==> src/rtl/walk_seq_pkg.sv <==
// Shared types for the page-walk sequencer.
package walk_seq_pkg;

    // Sequencer states.
    typedef enum logic [2:0] {
        ST_IDLE   = 3'd0,
        ST_DWALK  = 3'd1,
        ST_IWALK  = 3'd2,
        ST_REPLAY = 3'd3,
        ST_BUSY   = 3'd4
    } seq_state_t;

    // Decoded start request.
    typedef struct packed {
        logic valid;
        logic need_d;
        logic need_i;
        logic has_mem;
    } start_req_t;

endpackage

==> src/rtl/walk_seq_decode.sv <==
// Classifies the three request inputs into a start request.
// Assumes a data-TLB miss only comes with a memory request. A lone data-TLB
// miss is illegal. It is caught by an assertion and contributes no walk.
module walk_seq_decode
    import walk_seq_pkg::*;
(
    input  logic       clk,
    input  logic       rst_n,
    input  logic       itlb_miss,
    input  logic       dtlb_miss,
    input  logic       mem_req,
    output start_req_t req
);

    // Combinational classification of the incoming request.
    always_comb begin
        req.need_d  = dtlb_miss & mem_req;
        req.need_i  = itlb_miss;
        req.has_mem = mem_req;
        req.valid   = mem_req | itlb_miss;
    end


    input_legal_chk: assert property (@(posedge clk) disable iff (!rst_n)
        dtlb_miss |-> mem_req);

endmodule

==> src/rtl/walk_seq_fsm.sv <==
// Orders the walks, issues the TLB writes and faults, and replays, finishes
// or aborts the memory operation. Walk results and cache completion are
// one-cycle pulses. If leaf and fault come together, the fault wins.
module walk_seq_fsm
    import walk_seq_pkg::*;
(
    input  logic       clk,
    input  logic       rst_n,
    input  start_req_t req,
    input  logic       start_block,
    input  logic       walk_leaf,
    input  logic       walk_fault,
    input  logic       cache_done,
    input  logic       irq_abort,
    output logic       in_idle,
    output logic       iwalk_solo,
    output logic       stall,
    output logic       walker_sel,
    output logic       dtlb_we,
    output logic       itlb_we,
    output logic       dtlb_fault,
    output logic       itlb_fault,
    output logic       replay,
    output logic       mem_abort,
    output logic       op_start,
    output logic       op_done
);

    seq_state_t state, nxt;
    logic       pend_i, pend_i_n;
    logic       pend_m, pend_m_n;

    // State and pending-work registers.
    always_ff @(posedge clk) begin
        if (!rst_n) begin
            state  <= ST_IDLE;
            pend_i <= 1'b0;
            pend_m <= 1'b0;
        end else begin
            state  <= nxt;
            pend_i <= pend_i_n;
            pend_m <= pend_m_n;
        end
    end

    // Status decoded from the state.
    always_comb begin
        in_idle    = (state == ST_IDLE);
        stall      = (state != ST_IDLE);
        walker_sel = (state == ST_DWALK) || (state == ST_IWALK);
        iwalk_solo = (state == ST_IWALK) && !pend_m;
        replay     = (state == ST_REPLAY);
    end

    // Next state and result pulses.
    always_comb begin
        nxt        = state;
        pend_i_n   = pend_i;
        pend_m_n   = pend_m;
        dtlb_we    = 1'b0;
        itlb_we    = 1'b0;
        dtlb_fault = 1'b0;
        itlb_fault = 1'b0;
        mem_abort  = 1'b0;
        op_start   = 1'b0;
        op_done    = 1'b0;
        case (state)
            ST_IDLE: begin
                if (req.valid && !start_block) begin
                    if (req.need_d) begin
                        nxt      = ST_DWALK;
                        pend_i_n = req.need_i;
                        pend_m_n = 1'b1;
                    end else if (req.need_i) begin
                        nxt      = ST_IWALK;
                        pend_i_n = 1'b0;
                        pend_m_n = req.has_mem;
                    end else begin
                        nxt      = ST_BUSY;
                        op_start = 1'b1;
                        pend_m_n = 1'b1;
                    end
                end
            end
            ST_DWALK: begin
                if (walk_fault) begin
                    dtlb_fault = 1'b1;
                    mem_abort  = 1'b1;
                    nxt        = ST_IDLE;
                    pend_i_n   = 1'b0;
                    pend_m_n   = 1'b0;
                end else if (walk_leaf) begin
                    dtlb_we = 1'b1;
                    if (pend_i) begin
                        nxt      = ST_IWALK;
                        pend_i_n = 1'b0;
                    end else begin
                        nxt      = ST_REPLAY;
                        op_start = 1'b1;
                    end
                end
            end
            ST_IWALK: begin
                if (walk_fault || walk_leaf) begin
                    itlb_we    = !walk_fault;
                    itlb_fault = walk_fault;
                    if (pend_m) begin
                        nxt      = ST_REPLAY;
                        op_start = 1'b1;
                    end else begin
                        nxt = ST_IDLE;
                    end
                end else if (irq_abort) begin
                    nxt = ST_IDLE;
                end
            end
            ST_REPLAY: nxt = ST_BUSY;
            ST_BUSY: begin
                if (cache_done) begin
                    op_done  = 1'b1;
                    nxt      = ST_IDLE;
                    pend_m_n = 1'b0;
                end
            end
            default: nxt = ST_IDLE;
        endcase
    end


    dwe_owner_chk: assert property (@(posedge clk) disable iff (!rst_n)
        dtlb_we |-> walker_sel);


    replay_pulse_chk: assert property (@(posedge clk) disable iff (!rst_n)
        replay |=> !replay);


    abort_release_chk: assert property (@(posedge clk) disable iff (!rst_n)
        mem_abort |=> !stall);


    ifinish_replay_chk: assert property (@(posedge clk) disable iff (!rst_n)
        (walker_sel && !iwalk_solo && (itlb_we || itlb_fault)) |=> replay);


    single_write_chk: assert property (@(posedge clk) disable iff (!rst_n)
        dtlb_we |-> !itlb_we);

endmodule

==> src/rtl/walk_seq_commit.sv <==
// Holds the committed flag and decides when an interrupt may be taken.
// Interrupts are accepted when idle, or during a lone instruction walk in a
// cycle that brings no walk result. They are refused while committed is high.
module walk_seq_commit (
    input  logic clk,
    input  logic rst_n,
    input  logic op_start,
    input  logic op_done,
    input  logic in_idle,
    input  logic iwalk_solo,
    input  logic walk_end,
    input  logic irq_req,
    output logic committed,
    output logic irq_take,
    output logic irq_abort
);

    // Committed flag: set on entry to the cache, cleared on completion.
    always_ff @(posedge clk) begin
        if (!rst_n)        committed <= 1'b0;
        else if (op_start) committed <= 1'b1;
        else if (op_done)  committed <= 1'b0;
    end

    // Interrupt acceptance window.
    always_comb begin
        irq_abort = irq_req && iwalk_solo && !walk_end;
        irq_take  = !committed && ((irq_req && in_idle) || irq_abort);
    end


    commit_not_idle_chk: assert property (@(posedge clk) disable iff (!rst_n)
        committed |-> !in_idle);


    commit_clear_chk: assert property (@(posedge clk) disable iff (!rst_n)
        op_done |=> !committed);


    irq_idle_chk: assert property (@(posedge clk) disable iff (!rst_n)
        irq_take |=> in_idle);

endmodule

==> src/rtl/walk_seq.sv <==
// Top level of the page-walk and memory-operation sequencer. It connects the
// request decoder, the sequencing FSM and the commit/interrupt tracker.
module walk_seq
    import walk_seq_pkg::*;
(
    input  logic clk,
    input  logic rst_n,
    input  logic itlb_miss,
    input  logic dtlb_miss,
    input  logic mem_req,
    input  logic walk_leaf,
    input  logic walk_fault,
    input  logic cache_done,
    input  logic irq_req,
    output logic stall,
    output logic walker_sel,
    output logic dtlb_we,
    output logic itlb_we,
    output logic dtlb_fault,
    output logic itlb_fault,
    output logic replay,
    output logic mem_abort,
    output logic committed,
    output logic irq_take
);

    start_req_t req;
    logic       in_idle, iwalk_solo, op_start, op_done, irq_abort;

    walk_seq_decode u_decode (
        .clk       (clk),
        .rst_n     (rst_n),
        .itlb_miss (itlb_miss),
        .dtlb_miss (dtlb_miss),
        .mem_req   (mem_req),
        .req       (req)
    );

    walk_seq_fsm u_fsm (
        .clk         (clk),
        .rst_n       (rst_n),
        .req         (req),
        .start_block (irq_take),
        .walk_leaf   (walk_leaf),
        .walk_fault  (walk_fault),
        .cache_done  (cache_done),
        .irq_abort   (irq_abort),
        .in_idle     (in_idle),
        .iwalk_solo  (iwalk_solo),
        .stall       (stall),
        .walker_sel  (walker_sel),
        .dtlb_we     (dtlb_we),
        .itlb_we     (itlb_we),
        .dtlb_fault  (dtlb_fault),
        .itlb_fault  (itlb_fault),
        .replay      (replay),
        .mem_abort   (mem_abort),
        .op_start    (op_start),
        .op_done     (op_done)
    );

    walk_seq_commit u_commit (
        .clk        (clk),
        .rst_n      (rst_n),
        .op_start   (op_start),
        .op_done    (op_done),
        .in_idle    (in_idle),
        .iwalk_solo (iwalk_solo),
        .walk_end   (walk_leaf | walk_fault),
        .irq_req    (irq_req),
        .committed  (committed),
        .irq_take   (irq_take),
        .irq_abort  (irq_abort)
    );

endmodule

==> config.mk <==
export PLATFORM = sky130hd
export DESIGN_NAME = walk_seq
export DESIGN_NICKNAME = d
export VERILOG_FILES = /design/src/rtl/walk_seq_pkg.sv /design/src/rtl/walk_seq_decode.sv /design/src/rtl/walk_seq_fsm.sv /design/src/rtl/walk_seq_commit.sv /design/src/rtl/walk_seq.sv
export SDC_FILE = /design/constraint.sdc
export NUM_CORES = 1
export LEC_CHECK = 0
export BUFFER_PORTS_ARGS = -buffer_cell sky130_fd_sc_hd__buf_2
export CAP_MARGIN = 25
export CORE_AREA = 2 2 40 42
export CTS_CLUSTER_DIAMETER = 150
export DETAILED_ROUTE_END_ITERATION = 16
export DIE_AREA = 0 0 42 44
export PLACE_DENSITY = 0.63
export SLEW_MARGIN = 25
export SYNTH_ARGS = -nofsm -noshare
export SYNTH_HDL_FRONTEND = slang
export SYNTH_HIERARCHICAL = 1
export SYNTH_SLANG_ARGS = --single-unit
export TNS_END_PERCENT = 30
==> constraint.sdc <==
create_clock -name clk -period 4.7 [get_ports clk]
set_clock_uncertainty 0.1 [all_clocks]
set_input_delay 0.235 -clock clk [delete_from_list [all_inputs] [get_ports clk]]
set_output_delay 0.235 -clock clk [all_outputs]
set_load 0.03 [all_outputs]
==> reports/results.tsv <==
metric	value	unit
grt_use_total	16.8	%
yosysWarnings	6	
hold_buffers	0	
worst_r2r_path_depth	8	
ys_ff_latch	6	
drc_errors	0	
r2r-start	u_fsm/state[0]	
min_path_type	primary input to register	
p_seq_share	35.1	%
setup_ws	2.31	ns
p_leak	0.301	nW
endpoint_kind	register	
crit_fanout	17	
period_share	50.9	%
antenna_found_initial	0	
finalWirelength	1.33	mm
synth_edf_count	0	
place_congestion	0.897	
clkTransAtPathRegs	0.04	ns
postCtsSetupRepairBufs	0	
max_freq	418	MHz
pre_cts_ws	2.36	ns
dp_hpwl	1.01	mm
rr_endpoint	u_fsm/pend_m	
cap_violations	0	
crit_type	register to register	
htree_num_levels	1	
syn-cell-area	566	um^2
synthArstFlopShare	0	%
final_nets	103	
slew_headroom	63.9	%
peakVddDrop	0.156	mV
worst_slew_pin_slew	0.540	ns
cts_root_buffer	clkbuf_4	
outcome	complete, no violations	
power	197	uW
clockBufferDepth	2	
die_y	44	um
synthFlopType	dfxtp_1	
reg2reg_slack	2.31	ns
rows	14	
num_vias	618	
cts_tree	built	
ys_seq_area_share	21.2	%
p_sw_share	40.6	%
final.setup.tns	0	ns
numCtsBuffers	3	
via_per_inst	5.72	
grt_pass1_wl	2.25	mm
n_fill_cell	155	
drt_iter0_markers	20	
final-hold-violation-count	0	
wl_per_cell	12.3	um
synth_cell_types	39	
syn-instance-count	79	
portBuffers	18	
grt_pass1_vias	556	
grt_max_degree	18	
drive_gt1_share	27.2	%
startpoint	u_fsm/state[0]	
cp.required	4.78	ns
rsz0062_at_grt	no	
firstDrtPassIters	4	
clkSinkCount	6	
ant_nets	0	
start_kind	register	
area_growth	14.6	%
start_util	39.9	%
power.density	304	mW/mm^2
final_max_slew_viol_count	0	
power.internal	117	uW
die_area	0.00185	mm^2
avgSynthCellArea	7.16	um^2
p_clk_share	24.7	%
syn_nets	88	
diodes	0	
crit_end	u_fsm/pend_m	
fin_crit	2.39	ns
arrival	2.47	ns
worstSkewPairLatency	0.25	ns
pin_count	19	
grt_overflow	0	
coreArea	0.00142	mm^2
die_w	42	um
p_sw	80.0	uW
combPwrFrac	40.1	%
setup_viol	0	
utilization	45.7	%
cts_resized	0	
[placed cells by master, fill, tap and decap left out, types with 2 or more instances in the layout]
| master | n |
|---|---|
| buf_2 | 18 |
| nand3b_1 | 2 |
| a21oi_1 | 4 |
| or2_1 | 3 |
| and2_2 | 2 |
| nand3_1 | 2 |
| nor2_1 | 10 |
| and3b_1 | 2 |
| and3_1 | 2 |
| nand2_1 | 3 |
| nor3_1 | 2 |
| o21ai_0 | 4 |
| clkbuf_4 | 3 |
| dfxtp_1 | 6 |
| nor4_1 | 2 |
| inv_1 | 5 |
| nor3b_1 | 2 |
[how the worst min path moves through the flow]
stage	startpoint	end	slack [ns]	depth (start not counted)
final	rst_n	u_commit/committed	0.18	2
after global routing	rst_n	u_commit/committed	0.19	2
after CTS	rst_n	u_commit/committed	0.17	2
after detailed placement	u_fsm/pend_i	u_fsm/pend_i	0.41	2
after global placement	u_fsm/pend_i	u_fsm/pend_i	0.42	2
after floorplan	rst_n	u_commit/committed	0.25	1
[worst max-delay path: stages (launching register included)]
cell      delay, ns
dfxtp_1        0.65
inv_2          0.13
nand3_1        0.18
nor2_1         0.06
nor2b_4        0.12
o211a_1        0.21
nand2b_1       0.22
or4_1          0.50
a31oi_1        0.14
[cell usage after synthesis, drive strengths merged, types with 2 or more instances]
library cell  instances  area share [%]
dfxtp                 6              21
and3b                 2             3.1
clkbuf                4             2.9
nor4                  2             2.2
or2                   3             3.3
o21ai                 4             3.5
nand3b                2             2.7
nor3                  2             1.8
a21oi                 4             3.5
buf                   4             6.0
nor2b                 2             3.5
nor3b                 2             2.7
nand2                 3             2.0
inv                   6             4.0
and2                  3             3.8
and3                  2             2.2
nor2                 10             6.6
nand3                 2             1.8
[cell type report]
cell class | count | area [um^2] | share of cell area (%)
inverter | 6 | 22.5 | 3.47
clock buffer | 3 | 22.5 | 3.47
tap | 16 | 20.0 | 3.09
multi-input combinational | 59 | 373 | 57.5
timing repair buffer | 18 | 90.1 | 13.9
sequential | 6 | 120 | 18.5
[cell families (layout without fill, tap and decap cells)]
kind of cell | count (synthesis) | after routing | synth area share [%]
buf+inv | 14 | 27 | 12.8
xor+xnor | 1 | 1 | 1.55
mux | 1 | 1 | 1.77
simple gates | 38 | 38 | 39.2
compound gates | 19 | 19 | 23.5
flops | 6 | 6 | 21.2
[routing by layer]
| metal | GRT usage (%) | routed length (um) | vias up | part of all wire (%) |
|---|---|---|---|---|
| li1 | - | - | 309 | - |
| met3 | 5.83 | 84 | 6 | 6.3 |
| met2 | 24.1 | 611 | 26 | 46 |
| met4 | 16.1 | 55 | 0 | 4.1 |
| met5 | 0 | 0 | - | 0 |
| met1 | 19.3 | 577 | 277 | 43 |
[flip-flops by register name, summed over array words and instances (netlist names)]
signal and cells:
u_fsm/pend_i 1, u_fsm/pend_m 1, u_fsm/state 3, u_commit/committed 1
[power by group through the flow]
stage               Sequential, mW  Combinational (mW)  Clock (mW)
CTS                         0.0688              0.0787      0.0516
finish                      0.0693              0.0791      0.0488
detailed placement          0.0698              0.0782           0
global route                0.0706              0.0866      0.0533
floorplan                   0.0646              0.0672           0
global placement            0.0698              0.0789           0
[metrics by stage]
stage	hold slack [ns]	instance area, um^2	cells
6_report	0.180	648	108
5_1_grt	0.192	648	108
4_1_cts	0.168	648	108
3_5_place_dp	0.405	626	105
3_3_place_gp	0.415	626	105
2_1_floorplan	0.253	566	79
Power figures use the tool's default switching activity.
